**src/rtl/clkctl_pkg.sv**
```systemverilog
package clkctl_pkg;
  typedef enum logic [1:0] {
    MODE_RUN    = 2'b00,
    MODE_TEST   = 2'b01,
    MODE_SPREAD = 2'b10,
    MODE_HIZ    = 2'b11
  } run_mode_e;

  localparam int unsigned FCODE_W = 3;
  localparam logic [FCODE_W-1:0] FCODE_PIN_FAST = 3'b011;
  localparam logic [FCODE_W-1:0] FCODE_PIN_SLOW = 3'b001;
endpackage

```
**src/rtl/clkctl_gate_cell.sv**
```systemverilog
module clkctl_gate_cell (
  input  logic clk,
  input  logic rst_n,
  input  logic src,
  input  logic en_req,
  output logic gclk,
  output logic en_state
);
  logic en_q;
  logic en_load;

  // a new run state is only accepted while the source is low
  always_comb begin
    en_load = ~src;
  end

  always_ff @(posedge clk or negedge rst_n) begin
    if (!rst_n) begin
      en_q <= 1'b1;
    end else if (en_load) begin
      en_q <= en_req;
    end
  end

  assign gclk     = src & en_q;
  assign en_state = en_q;
endmodule

```
**src/rtl/clkctl_freq_sel.sv**
```systemverilog
module clkctl_freq_sel
  import clkctl_pkg::*;
(
  input  logic               hw_fast,
  input  logic               use_reg,
  input  logic [FCODE_W-1:0] reg_code,
  output logic [FCODE_W-1:0] code
);
  logic [FCODE_W-1:0] pin_code;

  always_comb begin
    pin_code = hw_fast ? FCODE_PIN_FAST : FCODE_PIN_SLOW;
    code     = use_reg ? reg_code : pin_code;
  end
endmodule

```
**src/rtl/clkctl_strap.sv**
```systemverilog
module clkctl_strap (
  input  logic clk,
  input  logic rst_n,
  input  logic strap,
  output logic sel48,
  output logic done
);
  logic sel_q, done_q;
  logic sel_d, done_d;
  logic cap_en;

  always_comb begin
    cap_en = ~done_q;
    sel_d  = strap;
    done_d = 1'b1;
  end

  always_ff @(posedge clk or negedge rst_n) begin
    if (!rst_n) begin
      sel_q  <= 1'b1;
      done_q <= 1'b0;
    end else if (cap_en) begin
      sel_q  <= sel_d;
      done_q <= done_d;
    end
  end

  assign sel48 = sel_q;
  assign done  = done_q;
endmodule

```
**src/rtl/clkctl_top.sv**
```systemverilog
module clkctl_top
  import clkctl_pkg::*;
#(
  parameter int unsigned NUM_CPU = 2,
  parameter int unsigned NUM_PCI = 6
) (
  input  logic               clk,
  input  logic               rst_n,
  input  logic               strap_sel48,
  input  logic               hw_fast,
  input  logic [1:0]         cfg_mode,
  input  logic               cfg_fsrc,
  input  logic [FCODE_W-1:0] cfg_fcode,
  input  logic               cfg_spread_down,
  input  logic [NUM_CPU-1:0] cfg_en_cpu,
  input  logic               cfg_en_pcif,
  input  logic [NUM_PCI-1:0] cfg_en_pci,
  input  logic               cfg_en_apic,
  input  logic [1:0]         cfg_en_ref,
  input  logic               src_cpu,
  input  logic               src_pci,
  input  logic               src_ref,
  input  logic               src_48,
  input  logic               src_24,
  output logic [NUM_CPU-1:0] cpu_clk,
  output logic               pcif_clk,
  output logic [NUM_PCI-1:0] pci_clk,
  output logic               apic_clk,
  output logic               ref_clk_a,
  output logic               ref_clk_b,
  output logic               usb48_clk,
  output logic               mix_clk,
  output logic               pad_oe,
  output logic [FCODE_W-1:0] fsel_code,
  output logic               spread_on,
  output logic               spread_down
);
  localparam int unsigned PCIF_IDX  = NUM_CPU;
  localparam int unsigned PCI_BASE  = NUM_CPU + 1;
  localparam int unsigned APIC_IDX  = PCI_BASE + NUM_PCI;
  localparam int unsigned REF_IDX   = APIC_IDX + 1;
  localparam int unsigned NUM_GATED = REF_IDX + 1;

  run_mode_e mode;
  logic      test_mode, hiz_mode;
  logic      cpu_src, pci_src;
  logic      sel48, strap_done;

  logic [NUM_GATED-1:0] src_live;
  logic [NUM_GATED-1:0] req_live;
  logic [NUM_GATED-1:0] en_live;
  logic [NUM_GATED-1:0] gated_raw;
  logic [NUM_GATED-1:0] gated_out;

  always_comb begin
    mode      = run_mode_e'(cfg_mode);
    test_mode = (mode == MODE_TEST);
    hiz_mode  = (mode == MODE_HIZ);
    cpu_src   = test_mode ? src_ref : src_cpu;
    pci_src   = test_mode ? src_ref : src_pci;
  end

  always_comb begin
    src_live = '0;
    req_live = '0;
    for (int i = 0; i < NUM_CPU; i++) begin
      src_live[i] = cpu_src;
      req_live[i] = cfg_en_cpu[i];
    end
    src_live[PCIF_IDX] = pci_src;
    req_live[PCIF_IDX] = cfg_en_pcif;
    for (int i = 0; i < NUM_PCI; i++) begin
      src_live[PCI_BASE+i] = pci_src;
      req_live[PCI_BASE+i] = cfg_en_pci[i];
    end
    src_live[APIC_IDX] = src_ref;
    req_live[APIC_IDX] = cfg_en_apic;
    // both stages of the shared pin take one combined run bit
    src_live[REF_IDX]  = src_ref;
    req_live[REF_IDX]  = cfg_en_ref[1] & cfg_en_ref[0];
  end

  for (genvar g = 0; g < NUM_GATED; g++) begin : g_gate
    clkctl_gate_cell u_cell (
      .clk      (clk),
      .rst_n    (rst_n),
      .src      (src_live[g]),
      .en_req   (req_live[g]),
      .gclk     (gated_raw[g]),
      .en_state (en_live[g])
    );
  end

  assign gated_out = hiz_mode ? '0 : gated_raw;

  clkctl_strap u_strap (
    .clk   (clk),
    .rst_n (rst_n),
    .strap (strap_sel48),
    .sel48 (sel48),
    .done  (strap_done)
  );

  clkctl_freq_sel u_fsel (
    .hw_fast  (hw_fast),
    .use_reg  (cfg_fsrc),
    .reg_code (cfg_fcode),
    .code     (fsel_code)
  );

  always_comb begin
    cpu_clk     = gated_out[NUM_CPU-1:0];
    pcif_clk    = gated_out[PCIF_IDX];
    pci_clk     = gated_out[PCI_BASE +: NUM_PCI];
    apic_clk    = gated_out[APIC_IDX];
    ref_clk_a   = gated_out[REF_IDX];
    ref_clk_b   = gated_out[REF_IDX];
    usb48_clk   = hiz_mode ? 1'b0 : src_48;
    mix_clk     = hiz_mode ? 1'b0 : (sel48 ? src_48 : src_24);
    pad_oe      = ~hiz_mode;
    spread_on   = (mode == MODE_SPREAD);
    spread_down = cfg_spread_down;
  end
endmodule

```
**config.mk**
```make
export PLATFORM = sky130hd
export DESIGN_NAME = clkctl_top
export DESIGN_NICKNAME = d
export VERILOG_FILES = /design/src/rtl/clkctl_pkg.sv /design/src/rtl/clkctl_gate_cell.sv /design/src/rtl/clkctl_freq_sel.sv /design/src/rtl/clkctl_strap.sv /design/src/rtl/clkctl_top.sv
export SDC_FILE = /design/constraint.sdc
export NUM_CORES = 1
export LEC_CHECK = 0
export ABC_AREA = 1
export BUFFER_PORTS_ARGS = -buffer_cell sky130_fd_sc_hd__buf_2
export CAP_MARGIN = 25
export CELL_PAD_IN_SITES_DETAIL_PLACEMENT = 1
export CELL_PAD_IN_SITES_GLOBAL_PLACEMENT = 1
export CORE_MARGIN = 4
export CORE_UTILIZATION = 27
export CTS_BUF_LIST = sky130_fd_sc_hd__clkbuf_16
export DETAILED_ROUTE_END_ITERATION = 8
export GPL_TIMING_DRIVEN = 1
export PLACE_DENSITY_LB_ADDON = 0.1
export SYNTH_ARGS = -nofsm -noshare
export SYNTH_HDL_FRONTEND = slang
export SYNTH_SLANG_ARGS = --single-unit
```
**constraint.sdc**
```tcl
create_clock -name clk -period 1 [get_ports clk]
set_input_delay 0.15 -clock clk [delete_from_list [all_inputs] [get_ports clk]]
set_output_delay 0.15 -clock clk [all_outputs]
set_load 0.03 [all_outputs]
```
; After elaboration in Yosys (flattened, before gate mapping)
; Cells that the tools add are included.
; Widths: inputs -> output; s select.
[classes]
n_shift = 0
muxes = 8
n_reduce_logical = 0
order_cmp = 0
div_mod_pow = 0
addsub = 0
multipliers = 0
n_eq_ne = 3
bitwise_logic = 13
[ops]
columns = cell, n
row1 = $and 1x1->1, 12
row2 = $mux 11, 1
row3 = $mux 1, 5
row4 = $eq 2x2->1 const B, 2
row5 = $mux 3, 1
row6 = $eq 2x1->1 const B, 1
row7 = $mux 2, 1
row8 = $not 1->1, 1
[word_totals]
ff_bits = 13
ram_bits = 0
wordCells = 37
latch_bits = 0
memories = 0
mem_bits_ro = 0
out_inout_bits = 20

; Longest topological paths before layout
[logic_depth]
depth_word = 4
depth_mapped = 6
mapped_depth_nobuf = 6

; Modules after synthesis
; A second synthesis with hierarchy kept.
[unflattened]
hier_cells = 124
area_unflattened_um2 = 775.7
[by_module_without_submodules]
columns = mod, cells_each, seq_area_each_um2, instances, area_per_inst_um2
row1 = clkctl_gate_cell, 6, 26.3, 11, 45.0
row2 = clkctl_top, 43, 0.0, 1, 180.2
row3 = clkctl_strap, 7, 51.3, 1, 70.1
row4 = clkctl_freq_sel, 8, 0.0, 1, 30.0

; Worst setup path after synthesis
; OpenSTA, ideal clock, no wires.
[synth_path]
kind = in2out
start = input port cfg_mode[0]
end = output port ref_clk_b
arrival_ns = 1.384
cell_stages = 5
path_slack_ns = -0.534
cell_sequence = nand2_1 inv_1 buf_4 nor2_1 buf_4
[synth_between]
elab_chain_cells = 2
[synth_rtl]
columns = element, line
row1 = "start, declared", clkctl_top.sv:11  ; input logic [1:0] cfg_mode,
row2 = $eq 2x2->1, clkctl_top.sv:58  ; hiz_mode = (mode == MODE_HIZ);
row3 = $mux 11, clkctl_top.sv:94  ; assign gated_out = hiz_mode ? '0 : gated_raw;
row4 = "end, declared", clkctl_top.sv:30  ; output logic ref_clk_b,
; Every way passes these cells.

; Final worst setup path
[layout_path]
start = register u_strap.sel_q (netlist: u_strap.sel48)
end = output port mix_clk
[layout_between]
elab_chain_cells = 2
[layout_rtl]
columns = element, line
row1 = "start, declared", clkctl_strap.sv:8  ; logic sel_q, done_q;
row2 = "start signal, assigned", clkctl_strap.sv:23  ; sel_q <= sel_d;
row3 = $mux 1 (2 in a row), clkctl_top.sv:119  ; mix_clk = hiz_mode ? 1'b0 : (sel48 ? src_48 : src_24);
row4 = "end, declared", clkctl_top.sv:32  ; output logic mix_clk,
; Every way passes these cells.

==> impl_metrics.yaml <==
outcome:
  outcome: "finished with violations"
  violations: "setup timing"
clock_network:
  cts_max_level: 1
  clock-sinks: 13
  root_buffer: "clkbuf_16"
  cts_tree: "done"
  cts_buffers: 3
  clock_latency_ps: 240
  clkTransAtPathRegs_ps: 50
  clockBufferDepth: 2
floorplan:
  die-width_um: 58.6
  initial_utilization_pct: 28.1
  dieArea_mm2: 0.00343
  pin_count: 48
  die_h_um: 58.6
  rows: 18
  core_mm2: 0.00245
timing:
  max_freq_ghz: 0.805
  fin_crit_sh_pct: 124
  skew_ps: 0.0433
  fin_crit_ps: 1240
  hold_slack_ps: 116
  setup_violations: 13
  finalHoldViolCount: 0
  fin_ws_ps: -242
  rsz0062_at_grt: "yes"
  slew_viol_final: 0
detailed_routing:
  drtAntennaViolNets: 0
  wl_met3_um: 154
  drt_iter0_drc: 3
  drt_pass1_iterations: 2
  vias: 754
  drcViolationCount: 0
  wl_met1_um: 835
  wirelength_mm: 2.23
  vias_per_cell: 4.33
  wl_met2_mm: 1.21
  wire_per_inst_um: 12.8
  routed.top_layer: "met4"
place:
  place_congestion: 0.645
  placedInstanceArea_mm2: 0.00109
  hpwlAfterDp_mm: 1.70
  io_buffers: 45
critical_path:
  cp_slowest_cell: "dfstp_2"
  path_cells: "o21ai_2 > a21oi_4 > buf_6"
  critical_path_buf_inv_count: 1
  crit_family: "flip-flops"
  max_stage_delay_ps: 530
  cp-end-kind: "output port"
  cp.arrival_ps: 1090
  timing.critical_path.required_ps: 850
  start_kind: "flop"
  cp_max_fo: 2
  crit_type: "reg2out"
global_routing:
  grt_pass1_vias: 821
  track_usage_pct: 14.1
  grt_max_degree: 14
  overflow: 0
  antenna_found_initial: 0
  grt_pass1_wl_mm: 3.65
synthesis:
  synth_top_area_share_pct: 45.7
  yosysUniqueCellTypes: 16
  syn_area_per_cell_um2: 8.42
  yosys_warnings: 0
  postSynthCellCount: 82
  synth_area_um2: 691
  yosysSeqAreaShare_pct: 49.3
  synth.largest_area_cell: "dfstp_2"
  ys_ff_latch: 13
  synth_nets: 110
  synthTopCellsByArea: "dfstp_2, nand2_1, nand3_1"
min_path:
  hold_class: "in2reg"
layout:
  nFillCells: 301
  layout_commonest_cell: "buf_2"
  final_cell_mix: "buf_2, buf_6, buf_4"
  num_antenna_cells: 0
  nets: 173
  synthToLayoutAreaGrowth_pct: 96.7
  drive_gt1_share_pct: 76.4
  final_cell_area_mm2: 0.00136
job:
  drv_cap: 0
power:
  powerDensity_mw_per_mm2: 1460
  ir_worst_vdd_mv: 1.00
  leakage_nw: 0.700
per-layer routing:
layer  GRT usage (%)  vias to the layer above
met5               0                        -
met4            6.80                        0
met3            2.19                        2
met2            25.5                       23
met1            16.0                      353
li1                -                      376
registers in the layout (all words and copies together), names as in the netlist:
| signal | count |
|---|---|
| u_strap.sel48 | 1 |
| u_strap.done | 1 |
| g_gate.u_cell.en_state | 11 |
synthesized netlist by cell type:
cell     count
nand3_2      1
nand2_1     23
nor2_1      11
mux2_2       2
nand2_4      3
buf_4        3
conb_1       1
a21oi_1      1
o21ai_0      3
inv_1        6
dfstp_2     12
buf_6        1
nand2_2      3
dfrtp_1      1
nand3_1      9
nor2_2       2
worst min-delay path, delay by kind of cell:
family / cells / cell delay (ps)
AND/OR/NAND/NOR: 1 / 40
buffers and inverters: 1 / 100
AO/OA/AOI/OAI: 1 / 60
where the power goes:
group          leakage, nW  switching, mW  internal, mW
Sequential           0.138         0.0281         0.622
Clock               0.0423          0.226         0.528
Combinational        0.520          0.318         0.258
Total                0.700          0.572          1.41
stage by stage:
stage | setup WS [ps] | power [mW] | util [%] | std cells | TNS (ps)
6_report | -242 | 1.98 | 55.4 | 174 | -2630
5_1_grt | -289 | 2.08 | 55.4 | 174 | -3120
4_1_cts | -253 | 1.98 | 53.4 | 174 | -2770
3_5_place_dp | -188 | 1.12 | 44.3 | 167 | -1910
3_3_place_gp | -150 | 1.11 | 44.3 | 167 | -1520
2_1_floorplan | -101 | 0.931 | - | 82 | -119
final timing paths:
path	from	endpoint	slack, ps	cells after the start
setup / recovery	u_strap.sel48$_DFFE_PN1N_	mix_clk	-240	3
hold / removal	cfg_en_ref[0]	g_gate[10].u_cell.en_state$_DFFE_PN1N_	120	3
hold reg to reg	g_gate[2].u_cell.en_state$_DFFE_PN1N_	g_gate[2].u_cell.en_state$_DFFE_PN1N_	480	2
setup reg to reg	g_gate[1].u_cell.en_state$_DFFE_PN1N_	g_gate[1].u_cell.en_state$_DFFE_PN1N_	70	4
max in group asynchronous	rst_n	g_gate[2].u_cell.en_state$_DFFE_PN1N_	370	2
min in group asynchronous	rst_n	u_strap.done$_DFF_PN0_	330	2
cell type report:
cell class	instances	area, um^2	area share (%)
Clock buffer	3	75.1	5.52
Clock inverter	1	3.75	0.276
Inverter	6	25.0	1.84
Multi-Input combinational cell	59	417	30.7
Sequential cell	13	340	25.0
Tap cell	30	37.5	2.76
Timing Repair Buffer	62	460	33.9
timing repair:
action	in CTS	in global routing
hold endpoints to repair	1	0
pin swaps	5	3
gates resized for setup	39	11
hold buffers	1	0
endpoints found under the setup margin	14	14
cloned	0	0
buffers inserted	2	0
kinds of logic after synthesis:
kind of cell    after synthesis  share of synthesized area (%)
simple gates                 52                           35.9
flops                        13                           49.3
buf+inv                      10                           8.15
compound gates                4                           2.90
mux                           2                           3.26
other cells                   1                          0.543
(Power assumes the default switching activity.)
